[src/rtl/pll_cg_pkg.sv]
// Package: shared types for the PLL startup clock-gating controller.
// Assumes nothing beyond IEEE 1800-2017 synthesizable subset.
package pll_cg_pkg;

    // Which register region the current beat addresses.
    typedef enum logic [1:0] {
        RGN_CLKCTL = 2'd0,
        RGN_PLL    = 2'd1,
        RGN_OTHER  = 2'd2
    } region_t;

    // Bit positions inside the last (least significant) PLL byte.
    localparam int unsigned PLL_EN_BIT   = 0;
    localparam int unsigned PLL_LOCK_BIT = 1;

endpackage

[src/rtl/cp_burst_track.sv]
// Burst tracker: follows one control-port burst.
// Latches the start address and direction on the first beat, then
// produces the auto-incremented address of every later beat.
// Flags the cycle in which a burst has ended.
// Assumes cp_beat is only asserted while cp_sel is high.
module cp_burst_track #(
    parameter int unsigned ADDR_W = 16
) (
    input  logic              clk,
    input  logic              rst_n,
    input  logic              cp_sel,
    input  logic              cp_beat,
    input  logic              cp_wr,
    input  logic [ADDR_W-1:0] cp_addr,
    output logic              beat_ok,
    output logic              first_beat,
    output logic [ADDR_W-1:0] cur_addr,
    output logic              cur_wr,
    output logic              burst_end
);

    logic              in_burst_q;
    logic [ADDR_W-1:0] addr_q;
    logic              wr_q;

    // Decode the current beat from the latched burst state.
    always_comb begin
        beat_ok    = cp_beat & cp_sel;
        first_beat = beat_ok & ~in_burst_q;
        cur_addr   = first_beat ? cp_addr : addr_q;
        cur_wr     = first_beat ? cp_wr : wr_q;
        burst_end  = in_burst_q & ~cp_sel;
    end

    // Track burst membership and the next beat's address.
    always_ff @(posedge clk) begin
        if (!rst_n) begin
            in_burst_q <= 1'b0;
            addr_q     <= '0;
            wr_q       <= 1'b0;
        end else if (!cp_sel) begin
            in_burst_q <= 1'b0;
        end else if (beat_ok) begin
            in_burst_q <= 1'b1;
            addr_q     <= cur_addr + ADDR_W'(1);
            wr_q       <= cur_wr;
        end
    end

    // consecutive beats of one burst step the address by one.
    p_addr_step_r8: assert property (@(posedge clk) disable iff (!rst_n)
        (beat_ok && !first_beat && $past(beat_ok))
            |-> (cur_addr == $past(cur_addr) + ADDR_W'(1)));

endmodule

[src/rtl/pll_cfg_shadow.sv]
// Configuration shadow: stages a byte-wise write of the wide PLL
// register. Copies the staged value to the live register only when
// a write burst that started at BASE carried exactly NBYTES beats
// and has ended. The read-only lock bit is stored as 0.
// Assumes first_beat and burst_end are never true together.
module pll_cfg_shadow #(
    parameter int unsigned       ADDR_W = 16,
    parameter int unsigned       NBYTES = 6,
    parameter logic [ADDR_W-1:0] BASE   = 'h4002
) (
    input  logic                  clk,
    input  logic                  rst_n,
    input  logic                  beat_ok,
    input  logic                  first_beat,
    input  logic                  cur_wr,
    input  logic [ADDR_W-1:0]     cur_addr,
    input  logic [7:0]            wdata,
    input  logic                  burst_end,
    output logic [8*NBYTES-1:0]   live
);
    import pll_cg_pkg::*;

    localparam int unsigned CFG_W = 8 * NBYTES;
    localparam int unsigned CNT_W = $clog2(NBYTES + 2);
    localparam logic [CNT_W-1:0] CNT_MAX = CNT_W'(NBYTES + 1);

    logic [CFG_W-1:0] shadow_q;
    logic [CFG_W-1:0] live_q;
    logic [CNT_W-1:0] cnt_q;
    logic             start_ok_q;
    logic             commit;

    // One staging byte per address in the window.
    for (genvar k = 0; k < NBYTES; k++) begin : g_byte
        localparam logic [ADDR_W-1:0] K_ADDR = BASE + ADDR_W'(k);
        // Capture a written byte at its own address.
        always_ff @(posedge clk) begin
            if (!rst_n)
                shadow_q[8*(NBYTES-1-k) +: 8] <= '0;
            else if (beat_ok && cur_wr && cur_addr == K_ADDR)
                shadow_q[8*(NBYTES-1-k) +: 8] <= wdata;
        end
    end

    // Decide whether the burst that just ended is a complete write.
    always_comb begin
        commit = burst_end & start_ok_q & (cnt_q == CNT_W'(NBYTES));
    end

    // Count write beats and remember whether the burst began at BASE.
    always_ff @(posedge clk) begin
        if (!rst_n) begin
            cnt_q      <= '0;
            start_ok_q <= 1'b0;
        end else if (first_beat) begin
            cnt_q      <= cur_wr ? CNT_W'(1) : '0;
            start_ok_q <= cur_wr && (cur_addr == BASE);
        end else if (burst_end) begin
            cnt_q      <= '0;
            start_ok_q <= 1'b0;
        end else if (beat_ok && cur_wr && cnt_q != CNT_MAX) begin
            cnt_q      <= cnt_q + CNT_W'(1);
        end
    end

    // Copy the shadow into the live register on a valid commit.
    always_ff @(posedge clk) begin
        if (!rst_n) begin
            live_q <= '0;
        end else if (commit) begin
            live_q               <= shadow_q;
            live_q[PLL_LOCK_BIT] <= 1'b0;
        end
    end

    assign live = live_q;

    // the live register moves only on the edge that commits.
    p_live_hold_r5: assert property (@(posedge clk) disable iff (!rst_n)
        !$stable(live_q) |-> $past(commit));

endmodule

[src/rtl/lock_gate.sv]
// Lock synchronizer and gate: brings the asynchronous lock indication
// into the clock domain and forms the lock status and the core clock
// enable. The enable is low whenever the PLL is disabled, lock is
// missing or the core enable bit is clear.
// Assumes SYNC_STAGES >= 2.
module lock_gate #(
    parameter int unsigned SYNC_STAGES = 2
) (
    input  logic clk,
    input  logic rst_n,
    input  logic lock_in,
    input  logic pll_en,
    input  logic coren,
    output logic lock_st,
    output logic gate_en
);

    logic [SYNC_STAGES-1:0] sync_q;

    // Shift the lock indication through the synchronizer chain.
    always_ff @(posedge clk) begin
        if (!rst_n)
            sync_q <= '0;
        else
            sync_q <= {sync_q[SYNC_STAGES-2:0], lock_in};
    end

    // Combine synchronized lock with the enables.
    always_comb begin
        lock_st = sync_q[SYNC_STAGES-1] & pll_en;
        gate_en = lock_st & coren;
    end

endmodule

[src/rtl/pll_clkgate_ctrl.sv]
// Top: PLL startup clock-gating controller.
// Decodes control-port beats into the clock control register, the
// wide PLL register and everything else. Refuses accesses to
// everything else until the core clock is enabled. Forwards them to
// the core register file afterwards.
// Assumes core_rdata is a combinational function of core_addr.
module pll_clkgate_ctrl #(
    parameter int unsigned       ADDR_W      = 16,
    parameter int unsigned       PLL_BYTES   = 6,
    parameter int unsigned       SYNC_STAGES = 2,
    parameter logic [ADDR_W-1:0] CLKCTL_ADDR = 'h4000,
    parameter logic [ADDR_W-1:0] PLL_BASE    = 'h4002
) (
    input  logic                   clk,
    input  logic                   rst_n,
    input  logic                   cp_sel,
    input  logic                   cp_beat,
    input  logic                   cp_wr,
    input  logic [ADDR_W-1:0]      cp_addr,
    input  logic [7:0]             cp_wdata,
    output logic [7:0]             cp_rdata,
    output logic                   cp_rvalid,
    output logic                   acc_err,
    output logic                   core_req,
    output logic                   core_wr,
    output logic [ADDR_W-1:0]      core_addr,
    output logic [7:0]             core_wdata,
    input  logic [7:0]             core_rdata,
    input  logic                   pll_lock_in,
    output logic                   pll_en,
    output logic [8*PLL_BYTES-1:0] pll_cfg,
    output logic                   core_clk_en
);
    import pll_cg_pkg::*;

    localparam int unsigned       CFG_W    = 8 * PLL_BYTES;
    localparam int unsigned       IDX_W    = $clog2(PLL_BYTES);
    localparam logic [ADDR_W-1:0] PLL_LAST = PLL_BASE + ADDR_W'(PLL_BYTES - 1);

    logic              beat_ok, first_beat, cur_wr, burst_end;
    logic [ADDR_W-1:0] cur_addr;
    logic [CFG_W-1:0]  live;
    logic [CFG_W-1:0]  live_view;
    logic              lock_st, gate_en;
    logic              coren_q;
    region_t           rgn;
    logic [ADDR_W-1:0] pll_off;
    logic [IDX_W-1:0]  pll_idx;
    logic [7:0]        pll_byte;
    logic [7:0]        rd_next;
    logic [7:0]        rdata_q;
    logic              rvalid_q, err_q;

    cp_burst_track #(.ADDR_W(ADDR_W)) u_track (
        .clk        (clk),
        .rst_n      (rst_n),
        .cp_sel     (cp_sel),
        .cp_beat    (cp_beat),
        .cp_wr      (cp_wr),
        .cp_addr    (cp_addr),
        .beat_ok    (beat_ok),
        .first_beat (first_beat),
        .cur_addr   (cur_addr),
        .cur_wr     (cur_wr),
        .burst_end  (burst_end)
    );

    pll_cfg_shadow #(.ADDR_W(ADDR_W), .NBYTES(PLL_BYTES), .BASE(PLL_BASE)) u_shadow (
        .clk        (clk),
        .rst_n      (rst_n),
        .beat_ok    (beat_ok),
        .first_beat (first_beat),
        .cur_wr     (cur_wr),
        .cur_addr   (cur_addr),
        .wdata      (cp_wdata),
        .burst_end  (burst_end),
        .live       (live)
    );

    lock_gate #(.SYNC_STAGES(SYNC_STAGES)) u_gate (
        .clk     (clk),
        .rst_n   (rst_n),
        .lock_in (pll_lock_in),
        .pll_en  (live[PLL_EN_BIT]),
        .coren   (coren_q),
        .lock_st (lock_st),
        .gate_en (gate_en)
    );

    // Classify the current beat's address into a region.
    always_comb begin
        if (cur_addr == CLKCTL_ADDR)
            rgn = RGN_CLKCTL;
        else if (cur_addr >= PLL_BASE && cur_addr <= PLL_LAST)
            rgn = RGN_PLL;
        else
            rgn = RGN_OTHER;
    end

    // Select the addressed PLL byte, with live lock status substituted.
    always_comb begin
        live_view               = live;
        live_view[PLL_LOCK_BIT] = lock_st;
        pll_off                 = cur_addr - PLL_BASE;
        pll_idx                 = pll_off[IDX_W-1:0];
        pll_byte                = '0;
        for (int k = 0; k < PLL_BYTES; k++) begin
            if (pll_idx == IDX_W'(k))
                pll_byte = live_view[8*(PLL_BYTES-1-k) +: 8];
        end
    end

    // Forward permitted accesses to the core register file.
    always_comb begin
        core_req   = beat_ok & (rgn == RGN_OTHER) & gate_en;
        core_wr    = cur_wr;
        core_addr  = cur_addr;
        core_wdata = cp_wdata;
    end

    // Choose the byte returned for a read beat.
    always_comb begin
        unique case (rgn)
            RGN_CLKCTL: rd_next = {7'd0, coren_q};
            RGN_PLL:    rd_next = pll_byte;
            default:    rd_next = gate_en ? core_rdata : 8'h00;
        endcase
    end

    // Hold the core clock enable bit of the clock control register.
    always_ff @(posedge clk) begin
        if (!rst_n)
            coren_q <= 1'b0;
        else if (beat_ok && cur_wr && rgn == RGN_CLKCTL)
            coren_q <= cp_wdata[0];
    end

    // Register read data, its valid flag and the refusal pulse.
    always_ff @(posedge clk) begin
        if (!rst_n) begin
            rdata_q  <= '0;
            rvalid_q <= 1'b0;
            err_q    <= 1'b0;
        end else begin
            rvalid_q <= beat_ok & ~cur_wr;
            err_q    <= beat_ok & (rgn == RGN_OTHER) & ~gate_en;
            rdata_q  <= (beat_ok && !cur_wr) ? rd_next : 8'h00;
        end
    end

    assign cp_rdata    = rdata_q;
    assign cp_rvalid   = rvalid_q;
    assign acc_err     = err_q;
    assign pll_en      = live[PLL_EN_BIT];
    assign pll_cfg     = live;
    assign core_clk_en = gate_en;

    // a disabled PLL never leaves the core clock running.
    p_en_gates_clk_r9: assert property (@(posedge clk) disable iff (!rst_n)
        !pll_en |-> !core_clk_en);

    // the core clock needs the core enable bit.
    p_coren_gates_clk_r2: assert property (@(posedge clk) disable iff (!rst_n)
        !coren_q |-> !core_clk_en);

    // no forwarding while the core clock is off.
    p_no_fwd_blocked_r6: assert property (@(posedge clk) disable iff (!rst_n)
        core_req |-> core_clk_en);

    // a refusal pulse always follows a beat.
    p_err_after_beat_r6: assert property (@(posedge clk) disable iff (!rst_n)
        acc_err |-> $past(beat_ok));

    // a refused read returns zero.
    p_err_rdata_zero_r6: assert property (@(posedge clk) disable iff (!rst_n)
        (acc_err && cp_rvalid) |-> (cp_rdata == 8'h00));

endmodule

[config.mk]
export PLATFORM = sky130hd
export DESIGN_NAME = pll_clkgate_ctrl
export DESIGN_NICKNAME = d
export VERILOG_FILES = /design/src/rtl/pll_cg_pkg.sv /design/src/rtl/cp_burst_track.sv /design/src/rtl/pll_cfg_shadow.sv /design/src/rtl/lock_gate.sv /design/src/rtl/pll_clkgate_ctrl.sv
export SDC_FILE = /design/constraint.sdc
export NUM_CORES = 1
export LEC_CHECK = 0
export BUFFER_PORTS_ARGS = -buffer_cell sky130_fd_sc_hd__buf_2
export CORE_AREA = 2 2 119 121
export DETAILED_ROUTE_END_ITERATION = 7
export DIE_AREA = 0 0 121 123
export PLACE_DENSITY = 0.76
export SYNTH_ARGS = -nofsm -noshare
export SYNTH_HDL_FRONTEND = slang
export SYNTH_SLANG_ARGS = --single-unit
[constraint.sdc]
create_clock -name clk -period 3.35 [get_ports clk]
set_input_delay 0.1675 -clock clk [delete_from_list [all_inputs] [get_ports clk]]
set_output_delay 0.1675 -clock clk [all_outputs]
set_load 0.005 [all_outputs]
==> flow_summary.yaml <==
drt:
  vias: 5620
  ant_nets: 0
  wirelength_um: 17900
  drt_iter0_drc: 551
  routedWlPerCell_um: 17.4
  drtPass1Iterations: 5
  drcViolationCount: 0
  routed_via_density: 5.49
cells_and_area:
  nets: 877
  drive_above_1_share_pct: 21.7
  fin_area_um2: 7360
  area_growth_syn_to_layout_pct: 21.9
  num_antenna_cells: 0
  final_cells: 1024
floorplanning:
  die-area_um2: 14900
  die_x_um: 121
  initial_core_util_pct: 44.4
  rows: 43
  dieHeight_um: 123
  core_um2: 13600
  io_pins: 124
synth:
  yosysSeqAreaShare_pct: 42.8
  synth.distinct_cells: 56
  netlist_area_um2: 6040
  ys_warn_count: 0
  synth-seq-cells: 129
  async_reset_ff_share_pct: 0
  synth_area_leaders: "dfxtp_1 (43%), nand2_1 (13%), mux2i_1 (10%), a21oi_1 (6.3%), clkbuf_1 (2.1%)"
  synth-main-ff-cell: "dfxtp_1"
  avgSynthCellArea_um2: 8.27
  yosysTopAreaCellShare_pct: 42.8
  syn_nets: 775
  yosys.area.top_type: "dfxtp_1"
  synthMostInstantiatedCell: "nand2_1"
  synthCells: 730
  synth_edf_count: 0
  synth_common_cells: "nand2_1 (205), dfxtp_1 (129), a21oi_1 (76), mux2i_1 (61), clkbuf_1 (33)"
timing:
  setup_viol: 0
  final.min_clock_period_ns: 2.94
  finClkSkew_ns: 0.00713
  hold_violations: 0
  fmax_mhz: 340
  maxSlewViolCount: 0
  rsz0062_at_grt: "no"
  fin_ws_ns: 0.413
  max_slew.worst_pin.slew_ns: 0.769
  tns_ns: 0
  worst_hold_slack_ns: 0.0212
  slew_headroom_pct: 48.7
  post-route-period-util_pct: 87.7
cts:
  insertion_delay_ns: 0.42
  htreeDepth: 4
  numCtsBuffers: 17
  cts.sinks: 129
  post-cts-setup-buffers: 0
  tritoncts: "yes"
  cts_max_path_buffers: 2
  clk_pin_slew_worst_paths_ns: 0.06
  hold_buffers: 9
  root_buffer: "clkbuf_16"
  ctsResizeCount: 0
place:
  dpl_cell_area_um2: 6660
  gp_congestion: 0.922
  dp_cells: 984
  dp_slack_ns: 0.542
  place_hpwl_um: 12300
  io_buffers: 122
run:
  maxCapViolations: 0
global_route:
  grt_usage_pct: 23.8
  grt_pass1_vias: 4966
  grt-ovfl-total: 0
  grt_max_degree: 62
  antenna_found_initial: 0
  grt_first_pass_wirelength_um: 27100
setup_path:
  end_kind: "output pin"
  r2r_slack_ns: 0.50
  arrival_ns: 2.77
  crit_fanout: 21
  worstSetupStartpointType: "flop"
  required_ns: 3.18
  critical_path_class: "reg -> out"
hold_path:
  hp-class: "in -> reg"
outcome:
  status: "completed"
power:
  p_per_area_nw_per_um2: 512
  p_leak_nw: 3.08
  vdd_drop_max_uv: 321
kinds of logic after synthesis:
family,synth area share (%)
AO/OA/AOI/OAI,13.8
XOR/XNOR,1.31
adder cells (fa/ha/maj),1.45
buffers and inverters,6.07
flip-flops,42.8
multiplexers,12.0
other,0.0621
AND/OR/NAND/NOR,22.6
layout by cell type, fill, tap and decap left out, types with 8 or more instances in the layout:
cell type,n
nand2_1,205
dfxtp_1,129
buf_2,122
a21oi_1,76
mux2i_1,61
nor2_1,24
nand3_1,22
clkbuf_16,17
inv_1,15
buf_4,12
o21ai_0,11
nand4_1,10
a211oi_1,10
dlygate4sd3_1,9
mux2_2,8
a22oi_1,8
critical path, cell delays in order (launching register included):
cell and delay, ns:
dfxtp_1 0.35, and3b_1 0.45, nand2_1 0.09, nand2_1 0.13
inv_1 0.08, ha_1 0.47, nor3_2 0.35, nor2_1 0.10
nor3b_1 0.17, buf_2 0.15
final cells by class:
class                   count  area (µm²)
clock buffers              22         454
clock inverters             9         158
fillers                  1266        6250
inverters                  16        60.1
multi-input cells         525        3090
flip-flops and latches    129        2580
well taps                 180         225
repair buffers            143         791
per-layer routing:
metal	up-vias	part of all wire, %	global-route usage [%]
met5	-	0	0
met4	0	2.4	8.79
met3	31	6.3	5.07
met2	251	48	38.8
met1	2636	44	31.2
li1	2702	-	-
where the power goes:
part | internal [W] | leakage (nW) | total, W | switching [W]
Combinational | 0.000106 | 1.75 | 0.000291 | 0.000185
Clock | 0.00126 | 0.290 | 0.00192 | 0.000660
Sequential | 0.00155 | 1.04 | 0.00156 | 0.0000118
Total | 0.00291 | 3.08 | 0.00377 | 0.000857
registers in the layout (all words and copies together) (netlist names):
register             count
acc_err                  1
coren_q                  1
cp_rdata                 8
cp_rvalid                1
u_gate.sync_q            2
u_shadow.cnt_q           3
u_shadow.live           47
u_shadow.shadow_q       47
u_shadow.start_ok_q      1
u_track.addr_q          16
u_track.in_burst_q       1
u_track.wr_q             1
stage by stage:
step / total power, W / util [%]
after global placement: 0.00187 / 48.9
after CTS: 0.00378 / 54.1
after global routing: 0.00389 / 54.1
after detailed placement: 0.00187 / 48.9
after floorplan: 0.00177 / -
final: 0.00377 / 54.1
path summary, 6_finish.rpt:
check / endpoint / start / cells after the start
hold reg to reg: u_gate.sync_q[1] / u_gate.sync_q[0] / 1
hold / removal: u_shadow.cnt_q[0] / cp_wr / 3
setup reg to reg: u_shadow.shadow_q[5] / u_track.in_burst_q / 7
setup / recovery: core_req / u_track.in_burst_q / 9
Power figures use the tool's default switching activity.
